<file path="src/rtl/lsq_tracker.sv">
module lsq_tracker #(
  parameter int LQ_SLOTS = 8,
  parameter int SQ_SLOTS = 8,
  parameter int SEQ_W    = 16,
  parameter int SIZE_W   = 5,
  localparam int LIW = $clog2(LQ_SLOTS),
  localparam int SIW = $clog2(SQ_SLOTS),
  localparam int LCW = $clog2(LQ_SLOTS + 1),
  localparam int SCW = $clog2(SQ_SLOTS + 1)
) (
  input  logic              clk,
  input  logic              rst_n,
  input  logic              ld_alloc,
  input  logic [SEQ_W-1:0]  ld_seq,
  input  logic              st_alloc,
  input  logic [SEQ_W-1:0]  st_seq,
  input  logic              st_exec,
  input  logic [SIW-1:0]    st_exec_idx,
  input  logic [SIZE_W-1:0] st_exec_size,
  input  logic              st_exec_zero,
  input  logic              cm_ld_valid,
  input  logic [SEQ_W-1:0]  cm_ld_seq,
  input  logic              cm_st_valid,
  input  logic [SEQ_W-1:0]  cm_st_seq,
  input  logic              sq_req,
  input  logic [SEQ_W-1:0]  sq_seq,
  input  logic              mem_ready,
  output logic [LIW-1:0]    ld_alloc_idx,
  output logic [SIW-1:0]    st_alloc_idx,
  output logic [LCW-1:0]    lq_count,
  output logic [SCW-1:0]    sq_count,
  output logic [LCW-1:0]    lq_free,
  output logic [SCW-1:0]    sq_free,
  output logic              lq_full,
  output logic              sq_full,
  output logic              lq_empty,
  output logic              sq_empty,
  output logic [SCW-1:0]    wb_pending,
  output logic              squash_busy,
  output logic              st_wb_valid,
  output logic [SIW-1:0]    st_wb_idx,
  output logic [SIZE_W-1:0] st_wb_size,
  output logic              st_wb_zero
);

  function automatic logic [LIW-1:0] l_inc(input logic [LIW-1:0] p);
    return (p == LIW'(LQ_SLOTS - 1)) ? '0 : p + 1'b1;
  endfunction
  function automatic logic [LIW-1:0] l_dec(input logic [LIW-1:0] p);
    return (p == '0) ? LIW'(LQ_SLOTS - 1) : p - 1'b1;
  endfunction
  function automatic logic [SIW-1:0] s_inc(input logic [SIW-1:0] p);
    return (p == SIW'(SQ_SLOTS - 1)) ? '0 : p + 1'b1;
  endfunction
  function automatic logic [SIW-1:0] s_dec(input logic [SIW-1:0] p);
    return (p == '0) ? SIW'(SQ_SLOTS - 1) : p - 1'b1;
  endfunction

  logic [SEQ_W-1:0]  lq_seq [LQ_SLOTS];
  logic [LIW-1:0]    lq_head, lq_tail;
  logic [LCW-1:0]    lq_cnt;

  logic [SEQ_W-1:0]  sq_sn   [SQ_SLOTS];
  logic [SIZE_W-1:0] sq_size [SQ_SLOTS];
  logic [SQ_SLOTS-1:0] sq_vld, sq_canwb, sq_cmt, sq_done, sq_zero;
  logic [SIW-1:0]    sq_head, sq_wb, sq_tail;
  logic [SCW-1:0]    sq_cnt;

  logic              busy;
  logic [SEQ_W-1:0]  tgt;

  logic [LIW-1:0] lq_last;
  logic [SIW-1:0] st_last;
  logic ld_go, ld_pop, ld_kill, st_go, st_ret, st_kill, wb_fire;

  assign lq_last = l_dec(lq_tail);
  assign st_last = s_dec(sq_tail);

  assign lq_full  = lq_cnt >= LCW'(LQ_SLOTS - 1);
  assign sq_full  = sq_cnt >= SCW'(SQ_SLOTS - 1);
  assign lq_empty = lq_cnt == '0;
  assign sq_empty = sq_cnt == '0;
  assign lq_free  = LCW'(LQ_SLOTS - 1) - lq_cnt;
  assign sq_free  = SCW'(SQ_SLOTS - 1) - sq_cnt;
  assign lq_count = lq_cnt;
  assign sq_count = sq_cnt;
  assign ld_alloc_idx = lq_tail;
  assign st_alloc_idx = sq_tail;
  assign squash_busy  = busy;

  assign ld_go   = ld_alloc && !lq_full && !busy;
  assign ld_pop  = cm_ld_valid && !busy && !lq_empty && (lq_seq[lq_head] <= cm_ld_seq);
  assign ld_kill = busy && !lq_empty && (lq_seq[lq_last] > tgt);

  assign st_go   = st_alloc && !sq_full && !busy;
  assign st_ret  = sq_vld[sq_head] && sq_done[sq_head];
  assign st_kill = busy && !sq_empty && (sq_tail != sq_wb) && !sq_cmt[st_last]
                   && (sq_sn[st_last] > tgt);

  assign st_wb_valid = sq_vld[sq_wb] && sq_canwb[sq_wb] && !sq_done[sq_wb];
  assign st_wb_idx   = sq_wb;
  assign st_wb_size  = sq_size[sq_wb];
  assign st_wb_zero  = sq_zero[sq_wb];
  assign wb_fire     = st_wb_valid && mem_ready;

  always_comb begin
    wb_pending = '0;
    for (int i = 0; i < SQ_SLOTS; i++)
      wb_pending = wb_pending + SCW'(sq_canwb[i] & ~sq_done[i]);
  end

  always_ff @(posedge clk or negedge rst_n) begin
    if (!rst_n) begin
      lq_head <= '0;
      lq_tail <= '0;
      lq_cnt  <= '0;
      for (int i = 0; i < LQ_SLOTS; i++) lq_seq[i] <= '0;
    end else begin
      if (ld_go) begin
        lq_seq[lq_tail] <= ld_seq;
        lq_tail <= l_inc(lq_tail);
      end else if (ld_kill) begin
        lq_tail <= lq_last;
      end
      if (ld_pop) lq_head <= l_inc(lq_head);
      lq_cnt <= lq_cnt + LCW'(ld_go) - LCW'(ld_pop) - LCW'(ld_kill);
    end
  end

  always_ff @(posedge clk or negedge rst_n) begin
    if (!rst_n) begin
      sq_head  <= '0;
      sq_wb    <= '0;
      sq_tail  <= '0;
      sq_cnt   <= '0;
      sq_vld   <= '0;
      sq_canwb <= '0;
      sq_cmt   <= '0;
      sq_done  <= '0;
      sq_zero  <= '0;
      for (int i = 0; i < SQ_SLOTS; i++) begin
        sq_sn[i]   <= '0;
        sq_size[i] <= '0;
      end
    end else begin
      for (int i = 0; i < SQ_SLOTS; i++) begin
        if (st_exec && st_exec_idx == SIW'(i)) begin
          sq_size[i] <= st_exec_size;
          sq_zero[i] <= st_exec_zero;
        end
        if (cm_st_valid && sq_vld[i] && sq_sn[i] <= cm_st_seq) begin
          sq_cmt[i]   <= 1'b1;
          sq_canwb[i] <= 1'b1;
        end
        if (wb_fire && sq_wb == SIW'(i)) sq_done[i] <= 1'b1;
        if ((st_ret && sq_head == SIW'(i)) || (st_kill && st_last == SIW'(i))) begin
          sq_vld[i]   <= 1'b0;
          sq_cmt[i]   <= 1'b0;
          sq_canwb[i] <= 1'b0;
          sq_done[i]  <= 1'b0;
        end
        if (st_go && sq_tail == SIW'(i)) begin
          sq_vld[i]   <= 1'b1;
          sq_sn[i]    <= st_seq;
          sq_cmt[i]   <= 1'b0;
          sq_canwb[i] <= 1'b0;
          sq_done[i]  <= 1'b0;
        end
      end
      if (st_go) sq_tail <= s_inc(sq_tail);
      else if (st_kill) sq_tail <= st_last;
      if (st_ret) sq_head <= s_inc(sq_head);
      if (wb_fire) sq_wb <= s_inc(sq_wb);
      sq_cnt <= sq_cnt + SCW'(st_go) - SCW'(st_ret) - SCW'(st_kill);
    end
  end

  always_ff @(posedge clk or negedge rst_n) begin
    if (!rst_n) begin
      busy <= 1'b0;
      tgt  <= '0;
    end else if (!busy) begin
      if (sq_req) begin
        busy <= 1'b1;
        tgt  <= sq_seq;
      end
    end else if (!ld_kill && !st_kill) begin
      busy <= 1'b0;
    end
  end

  p_lq_cap_r2: assert property (@(posedge clk) disable iff (!rst_n)
    lq_cnt <= LCW'(LQ_SLOTS - 1));

  p_full_hold_r2: assert property (@(posedge clk) disable iff (!rst_n)
    (lq_full && !busy) |=> $stable(lq_tail));

  p_sq_cap_r3: assert property (@(posedge clk) disable iff (!rst_n)
    sq_cnt <= SCW'(SQ_SLOTS - 1));

  p_pend_bound_r6: assert property (@(posedge clk) disable iff (!rst_n)
    wb_pending <= sq_cnt);

  p_wb_hold_r8: assert property (@(posedge clk) disable iff (!rst_n)
    (st_wb_valid && !mem_ready) |=> (st_wb_valid && $stable(sq_wb)));

  p_squash_end_r10: assert property (@(posedge clk) disable iff (!rst_n)
    $fell(busy) |-> (lq_empty || lq_seq[lq_last] <= tgt));

  p_wb_inside_r11: assert property (@(posedge clk) disable iff (!rst_n)
    (sq_wb != sq_tail) |-> sq_vld[sq_wb]);

endmodule

</file>
<file path="config.mk">
export PLATFORM = sky130hd
export DESIGN_NAME = lsq_tracker
export DESIGN_NICKNAME = d
export VERILOG_FILES = /design/src/rtl/lsq_tracker.sv
export SDC_FILE = /design/constraint.sdc
export NUM_CORES = 1
export LEC_CHECK = 0
export CAP_MARGIN = 5
export CORE_UTILIZATION = 40
export DETAILED_ROUTE_END_ITERATION = 10
export PLACE_DENSITY = 0.6
export SYNTH_ARGS = -nofsm -noshare
export SYNTH_HDL_FRONTEND = slang
export SYNTH_SLANG_ARGS = --single-unit
</file>
<file path="constraint.sdc">
create_clock -name clk -period 12.58 [get_ports clk]
set_clock_uncertainty 0.05 [all_clocks]
set_input_delay 3.145 -clock clk [delete_from_list [all_inputs] [get_ports clk]]
set_output_delay 3.145 -clock clk [all_outputs]
set_load 0.03 [all_outputs]
</file>
==> out/summary.txt, run 1 <==
outcome - finished clean
number of ports placed on the die boundary - 139
highest achievable clock rate - 133.7 MHz
async set-reset flop share out of synthesis - 100.0%
critical hold path startpoint - sq_size[24]
maximum fanout count along the critical path - 3
switching part of the total - 41.48%
core area - 0.05509 sq mm
Post-Synth XOR/XNOR Area - 0.2358%
die boundary height - 238.1 microns
share of total power in sequential cells - 28.8%
master cell of the clock root buffer - sky130_fd_sc_hd__clkbuf_16
Max Buffers Root-to-Sink - 3
DRT antenna net count - 0
required time reported for the critical path endpoint - 9.38 ns
power share of the clock group - 17.6%
vias post-DR - 15,670
post-synthesis simple-gate area fraction - 8.028%
Crit Path Class - reg -> out
insertion delay of the later-clocked pin in the worst-skew pair - 0.59 ns
synth-to-layout area growth - 16.66%
Slew headroom - 20.61%
sequential element share of the synthesized area - 41.32%
critical path launch point type - flop
syn_nets - 2,150
dominant synthesized flop cell - sky130_fd_sc_hd__dfrtp_1
worst hold slack across all endpoints - 0.4475 ns
width of the die - 238.1 microns
residual DRC count - 0
number of nets in the finished design - 2,283
DR pass1 iterations - 5
capture endpoint of the worst hold path - sq_size[24]
sum of negative setup slack - 0 ns
Pwr Density - 288.2 mW/mm^2
cell area after synthesis - 0.02229 sq mm
number of hold-repair buffers added at the cts stage - 0
starting density of the core - 40.45%
number of synthesized flops with an enable pin - 0
slowest stage cell on the critical path - sky130_fd_sc_hd__clkdlybuf4s50_1
final critical-path share of the clock period - 59.44%
register clock-pin slew on the reported worst setup and hold paths - 0.06 ns
highest cell delay on the worst timing path - 0.66 ns
wire length of the first global-routing pass - 98,570 microns
number of clock buffers inserted by TritonCTS - 44
TritonCTS clock tree - done
Filler Cells Inserted - 5,020
worst reg2reg path depth - 18
standard-cell rows - 86
largest net degree at the start of global routing - 184
WL final - 63,660 microns
signal arrival time at the worst endpoint - 4.28 ns
Synth area leader - sky130_fd_sc_hd__dfrtp_1
Die Outline Area - 0.05667 sq mm
start of the worst register-to-register path - ld_alloc_idx[0]
share of power burned in combinational logic - 53.6%
count of port buffers added during placement - 138
Min-Delay Path Class - reg -> reg
non-filler cells, final - 2,744
violation count after the first detailed-route iteration - 1,085
cells resized by post-CTS repair - 0
top cell type's share of synthesized area - 41.32%
minimum setup slack among reg-to-reg paths - 6.29 ns
grt total ovfl - 0
Core Util, Final - 47.19%
VDD IR max - 783.6 uV
number of register bits inferred by synthesis - 368
Sequential cell area - 0.009210 sq mm
number of antenna violations at the first check in global routing - 0
arithmetic-cell share of the synthesized area counting full adders, half adders and majority gates - 12.68%
footprint of the multi-input gates - 0.01243 sq mm
most frequent cell after synthesis - sky130_fd_sc_hd__dfrtp_1
placed wire-length estimate after detailed placement - 44,680 microns
Syn Inst Count - 1,831
chain of cells forming the critical path - nor2b_1 -> fa_1 -> inv_1 -> fa_1 -> fa_1 -> inv_1 -> ha_1 -> inv_1 -> fa_1 -> inv_1 -> clkdlybuf4s50_1
Internal Power - 4.385 mW
P_sw - 3.109 mW
Leak Pwr - 11.95 nW
wire length per cell after detailed routing - 23.20 microns
# Max-Cap Violations - 0
clk sinks - 368
terminus of the critical flop-to-flop path - lq_count[3]
Setup Fix Bufs, Post-CTS - 0
layout cell share with drive strength beyond 1 - 27.56%
number of library cell types mapped by synthesis - 65
post-synthesis average cell area - 12.17 sq um
last weighted congestion value of the routability-driven placer - 0.9080
post-synthesis compound-gate area fraction - 6.821%
cells taking the most area after synthesis - sky130_fd_sc_hd__dfrtp_1 (41%), sky130_fd_sc_hd__mux2_2 (17%), sky130_fd_sc_hd__ha_1 (12%)
largest family of logic cells by synthesized area - multiplexers
number of global-route vias before repair - 16,070
final critical path time including I/O delays and setup - 7.477 ns
overall routing resource usage - 22.81%
synthesis warning total - 0
diode insertion count for antenna repair - 0
post-synthesis mux area share - 27.76%
via density per instance - 5.709
post-placement cell count - 2,666
most common library cells after synthesis - sky130_fd_sc_hd__dfrtp_1 (368), sky130_fd_sc_hd__mux2_2 (343), sky130_fd_sc_hd__ha_1 (213), sky130_fd_sc_hd__nand2_1 (159)
Fin. Hold Viols - 0
worst hold path cell count - 1
crit path capture type - output port
slew at the pin closest to its max-slew limit - 1.188 ns
setup repair after global routing missed its margin - false
Setup-failing EPs final - 0
number of H-tree branching levels - 2
count of final max-slew check failures - 0
[critical path: cells and delay by family, from the launching register on]
kind / cells / cell delay (ns)
DFF: 1 / 0.39
buffers and inverters: 5 / 0.90
and+or+nand+nor: 1 / 0.17
adders and majority gates: 5 / 2.23
[power by group through the flow]
| stage | Clock, mW | Sequential, mW | Combinational, mW |
|---|---|---|---|
| global placement | 0 | 2.14 | 3.93 |
| floorplan | 0 | 2.00 | 2.88 |
| CTS | 1.35 | 2.15 | 4.05 |
| finish | 1.32 | 2.16 | 4.02 |
| detailed placement | 0 | 2.17 | 4.03 |
| global route | 1.40 | 2.22 | 4.42 |
[worst max-delay path by stage]
stage | from | to | slack, ns | cells after the start
2_1_floorplan | sq_cmt[0] | wb_pending[2] | 6.17 | 10
3_3_place_gp | cm_ld_seq[1] | lq_count[3] | 5.40 | 15
3_5_place_dp | cm_ld_seq[1] | lq_count[3] | 5.38 | 15
4_1_cts | sq_cmt[0] | wb_pending[1] | 5.06 | 11
5_1_grt | sq_cmt[0] | wb_pending[1] | 4.89 | 11
6_report | sq_cmt[0] | wb_pending[1] | 5.10 | 11
[placed cells by master, fill, tap and decap left out, drive strengths merged, types with 3 or more instances in the layout]
master	count
a21o	31
and4	4
nand2	159
mux2	343
or3	6
nand4b	5
nand4	31
bufinv	4
a21oi	69
clkinv	7
o211ai	10
mux2i	14
inv	101
fa	8
nand2b	7
o21a	6
mux4	97
nor2b	24
a22o	3
nor3b	6
a211o	3
buf	25
and3	8
clkbuf	66
a311oi	6
ha	213
dfrtp	368
xnor2	6
a211oi	17
o31ai	4
nor3	22
a31oi	5
nor2	32
o21ai	73
and2	6
nand3	38
a2111oi	3
nor4	9
clkdlybuf4s50	137
[layer usage]
layer | part of all wire [%] | up-vias | track usage [%]
met1 | 45 | 8082 | 31.45
met3 | 4.4 | 89 | 3.390
met4 | 2.1 | 0 | 6.061
met2 | 48 | 418 | 37.52
li1 | - | 7077 | -
met5 | 0 | - | 0
[per-stage QoR]
step / instance area (sq um) / power (mW) / setup slack, ns
2_1_floorplan: 22290 / 4.878 / 6.166
3_3_place_gp: 24530 / 6.074 / 5.397
3_5_place_dp: 24530 / 6.199 / 5.383
4_1_cts: 26000 / 7.553 / 5.058
5_1_grt: 26000 / 8.037 / 4.895
6_report: 26000 / 7.494 / 5.103
[kinds of logic (layout without fill, tap and decap cells)]
group	count (synthesis)	count (layout)
xor gates and xnor gates	6	6
AOI/OAI and AO/OA	244	244
DFF	368	368
adders and majority gates	221	221
and+or+nand+nor	362	362
buffers and inverters	176	341
muxes	454	454
[state kept, by name, summed over array words and instances, names as in the netlist, 4 cells and up]
signal / cells
sq_zero: 8
sq_size: 40
lq_count: 4
lq_seq: 128
sq_sn: 128
tgt: 16
sq_vld: 8
sq_done: 8
sq_cmt: 7
sq_count: 4
[cell type report]
type                    instances  share of cell area, %
multi-input cells            1287                  47.79
well taps                     748                  3.600
clock inverters                12                 0.7555
flip-flops and latches        368                  35.42
inverters                     101                  1.458
clock buffers                  66                  4.899
repair buffers                162                  6.073
(Power assumes the default switching activity.)
==> run 2, diff against run 1 <==
==> constraint.sdc (replaced) <==
create_clock -name clk -period 7.7 [get_ports clk]
set_clock_uncertainty 0.05 [all_clocks]
set_input_delay 1.925 -clock clk [delete_from_list [all_inputs] [get_ports clk]]
set_output_delay 1.925 -clock clk [all_outputs]
set_load 0.03 [all_outputs]
==> run 2 against run 1 <==
Worst hold slack better by 0.0035 ns. Sequential share of layout area fell by 0.13 points. Core utilization rose by 0.18 points. Global-route usage grew 0.17 points. Die area stayed put. Register-to-register slack worse by 5.0 ns. Sequential cell count stayed put. Critical path depth is 7 higher. Cell area rose by 0.38%. Via count is 0.94% higher. Clock power up 64%. Critical endpoint is now lq_count[3]. Largest cell class unchanged. Largest power group unchanged. Highest routed layer is now met5.
==> out/summary.txt, run 2 (synthesis results as in run 1) <==
Min-Delay Path Class - reg -> reg
setup repair after global routing missed its margin - false
slew at the pin closest to its max-slew limit - 1.154 ns (-0.03437 ns)
start of the worst register-to-register path - ld_alloc_idx[0]
worst hold path cell count - 1 (unchanged)
violation count after the first detailed-route iteration - 995 (-8.3%)
# Max-Cap Violations - 0 (unchanged)
master cell of the clock root buffer - sky130_fd_sc_hd__clkbuf_16
number of hold-repair buffers added at the cts stage - 0 (unchanged)
total power consumption of the routed design - 12.29 mW (+64%)
grt total ovfl - 0 (unchanged)
number of clock buffers inserted by TritonCTS - 44 (unchanged)
insertion delay of the later-clocked pin in the worst-skew pair - 0.60 ns (about the same)
slowest stage cell on the critical path - sky130_fd_sc_hd__a2111oi_2
Filler Cells Inserted - 4,980 (-0.80%)
count of final max-slew check failures - 0 (unchanged)
most frequent cells in the layout - sky130_fd_sc_hd__dfrtp_1 (367), sky130_fd_sc_hd__mux2_2 (343), sky130_fd_sc_hd__ha_1 (212)
number of H-tree branching levels - 2 (unchanged)
final critical path time including I/O delays and setup - 6.425 ns
chain of cells forming the critical path - inv_1 -> ha_1 -> ha_1 -> nor2_4 -> buf_4 -> mux4_2 -> mux2_2 -> ha_1 -> a21o_1 -> a21o_1 -> a221oi_1 -> a2111oi_2 -> inv_1 -> fa_1 -> ha_1 -> ha_1 -> fa_1 -> xnor2_1
Max Buffers Root-to-Sink - 3 (unchanged)
number of antenna violations at the first check in global routing - 2 (+2)
worst hold slack across all endpoints - 0.4511 ns (+0.003525 ns)
standard-cell rows - 86 (unchanged)
wire length per cell after detailed routing - 23.36 microns (+0.68%)
layout cell share with drive strength beyond 1 - 28.12% (+0.56 points)
number of global-route vias before repair - 16,010 (-0.37%)
diode insertion count for antenna repair - 0 (unchanged)
Crit Path Class - reg -> reg
outcome - finished clean
critical path launch point type - flop
number of ports placed on the die boundary - 139 (unchanged)
overall routing resource usage - 22.98% (+0.17 points)
WL final - 64,330 microns (+1.0%)
terminus of the critical flop-to-flop path - lq_count[3]
VDD IR max - 1479 uV (+89%)
DRT antenna net count - 0 (unchanged)
vias post-DR - 15,810 (+0.94%)
largest net degree at the start of global routing - 169 (-8.2%)
last weighted congestion value of the routability-driven placer - 0.8834 (-2.7%)
Leak Pwr - 12.01 nW (+0.53%)
final critical-path share of the clock period - 83.44%
die boundary height - 238.1 microns (unchanged)
placed wire-length estimate after detailed placement - 46,170 microns (+3.3%)
TritonCTS clock tree - done
synth-to-layout area growth - 17.10%
Pwr Density - 470.8 mW/mm^2 (+63%)
cell type group with the largest total delay on the critical path - adder cells
Setup-failing EPs final - 0 (unchanged)
Setup Fix Bufs, Post-CTS - 0 (unchanged)
highest cell delay on the worst timing path - 0.85 ns (+0.19 ns)
top flop regs - lq_seq: 128 flops, sq_sn: 128 flops, sq_size: 40 flops
signal arrival time at the worst endpoint - 6.83 ns (+2.55 ns)
number of nets in the finished design - 2,291 (+0.35%)
critical hold path startpoint - sq_size[2]
Sequential cell area - 0.009210 sq mm (unchanged)
register clock-pin slew on the reported worst setup and hold paths - 0.06 ns (about the same)
maximum fanout count along the critical path - 18 (+15)
highest achievable clock rate - 155.6 MHz
DR pass1 iterations - 5 (unchanged)
count of port buffers added during placement - 138 (unchanged)
footprint of the multi-input gates - 0.01243 sq mm (unchanged)
starting density of the core - 40.45% (unchanged)
width of the die - 238.1 microns (unchanged)
Slew headroom - 22.92% (+2.3 points)
minimum setup slack among reg-to-reg paths - 1.27 ns (-5.02 ns)
wire length of the first global-routing pass - 99,330 microns (+0.76%)
most numerous cell on the critical path - sky130_fd_sc_hd__ha_1
cells resized by post-CTS repair - 0 (unchanged)
crit path capture type - flop
worst reg2reg path depth - 18 (unchanged)
core area - 0.05509 sq mm (unchanged)
sum of negative setup slack - 0 ns (unchanged)
most common library cell in the layout ignoring fill and taps - sky130_fd_sc_hd__dfrtp_1
clk sinks - 368 (unchanged)
Fin. Hold Viols - 0 (unchanged)
Buffers & Inverters on Critical Path - 3 (-2)
required time reported for the critical path endpoint - 8.10 ns (-1.28 ns)
beginning of the critical path - ld_alloc_idx[0]
via density per instance - 5.742 (+0.58%)
Die Outline Area - 0.05667 sq mm (unchanged)
capture endpoint of the worst hold path - sq_size[2]
residual DRC count - 0 (unchanged)
## run 2: cell types whose count changed in the layout (fill, tap and decap cells not counted)
| cell | before | now |
|---|---|---|
| sky130_fd_sc_hd__buf_4 | 23 | 31 |
| sky130_fd_sc_hd__clkbuf_8 | 9 | 15 |
| sky130_fd_sc_hd__clkbuf_1 | 13 | 9 |
| sky130_fd_sc_hd__clkinv_2 | 3 | 5 |
| sky130_fd_sc_hd__bufinv_16 | 4 | 3 |
| sky130_fd_sc_hd__inv_6 | 2 | 1 |
## run 2: final cells by class
type                    count  area share (%)
clock buffers              68           5.139
flip-flops and latches    368           35.29
clock inverters            12          0.6424
repair buffers            170           6.280
inverters                 101           1.453
well taps                 748           3.586
multi-input cells        1287           47.61
## run 2: worst register-to-register path, cell delays in order, from the launching register on
cell                        delay (ns)
sky130_fd_sc_hd__dfrtp_1          0.68
sky130_fd_sc_hd__inv_1            0.20
sky130_fd_sc_hd__ha_1             0.25
sky130_fd_sc_hd__ha_1             0.21
sky130_fd_sc_hd__nor2_4           0.60
sky130_fd_sc_hd__buf_4            0.42
sky130_fd_sc_hd__mux4_2           0.54
sky130_fd_sc_hd__mux2_2           0.28
sky130_fd_sc_hd__ha_1             0.31
sky130_fd_sc_hd__a21o_1           0.12
sky130_fd_sc_hd__a21o_1           0.12
sky130_fd_sc_hd__a221oi_1         0.09
sky130_fd_sc_hd__a2111oi_2        0.85
sky130_fd_sc_hd__inv_1            0.18
sky130_fd_sc_hd__fa_1             0.49
sky130_fd_sc_hd__ha_1             0.20
sky130_fd_sc_hd__ha_1             0.19
sky130_fd_sc_hd__fa_1             0.37
sky130_fd_sc_hd__xnor2_1          0.13
## run 2: per-stage QoR
stage                     cell area, sq um  std cells  utilization (%)  worst slack (ns)
after floorplan                      22290       1831                -             2.245
after global placement               24590       2674            44.63             1.496
after detailed placement             24590       2674            44.63             1.217
after CTS                            26100       2754            47.37             1.200
after global routing                 26100       2754            47.37            0.7772
final                                26100       2754            47.37             1.275
## run 2: where the power goes
group          internal, mW  switching (mW)  leakage, nW
logic                  3.16            3.41         6.65
registers              2.74           0.821         4.61
clock network          1.30           0.856        0.744
## run 2: worst max-delay path by stage
stage,endpoint,slack [ns],depth (start not counted)
global route,lq_count[3],0.78,18
floorplan,lq_count[3],2.24,20
detailed placement,lq_count[3],1.22,18
finish,lq_count[3],1.27,18
global placement,lq_count[3],1.50,18
CTS,lq_count[3],1.20,18
## run 2: layer usage
layer	global-route usage [%]	vias up	part of all wire [%]
li1	-	7083	-
met1	32.54	8134	45
met2	36.80	508	47
met3	3.575	87	5.9
met4	5.828	2	2.3
met5	0	-	0.017
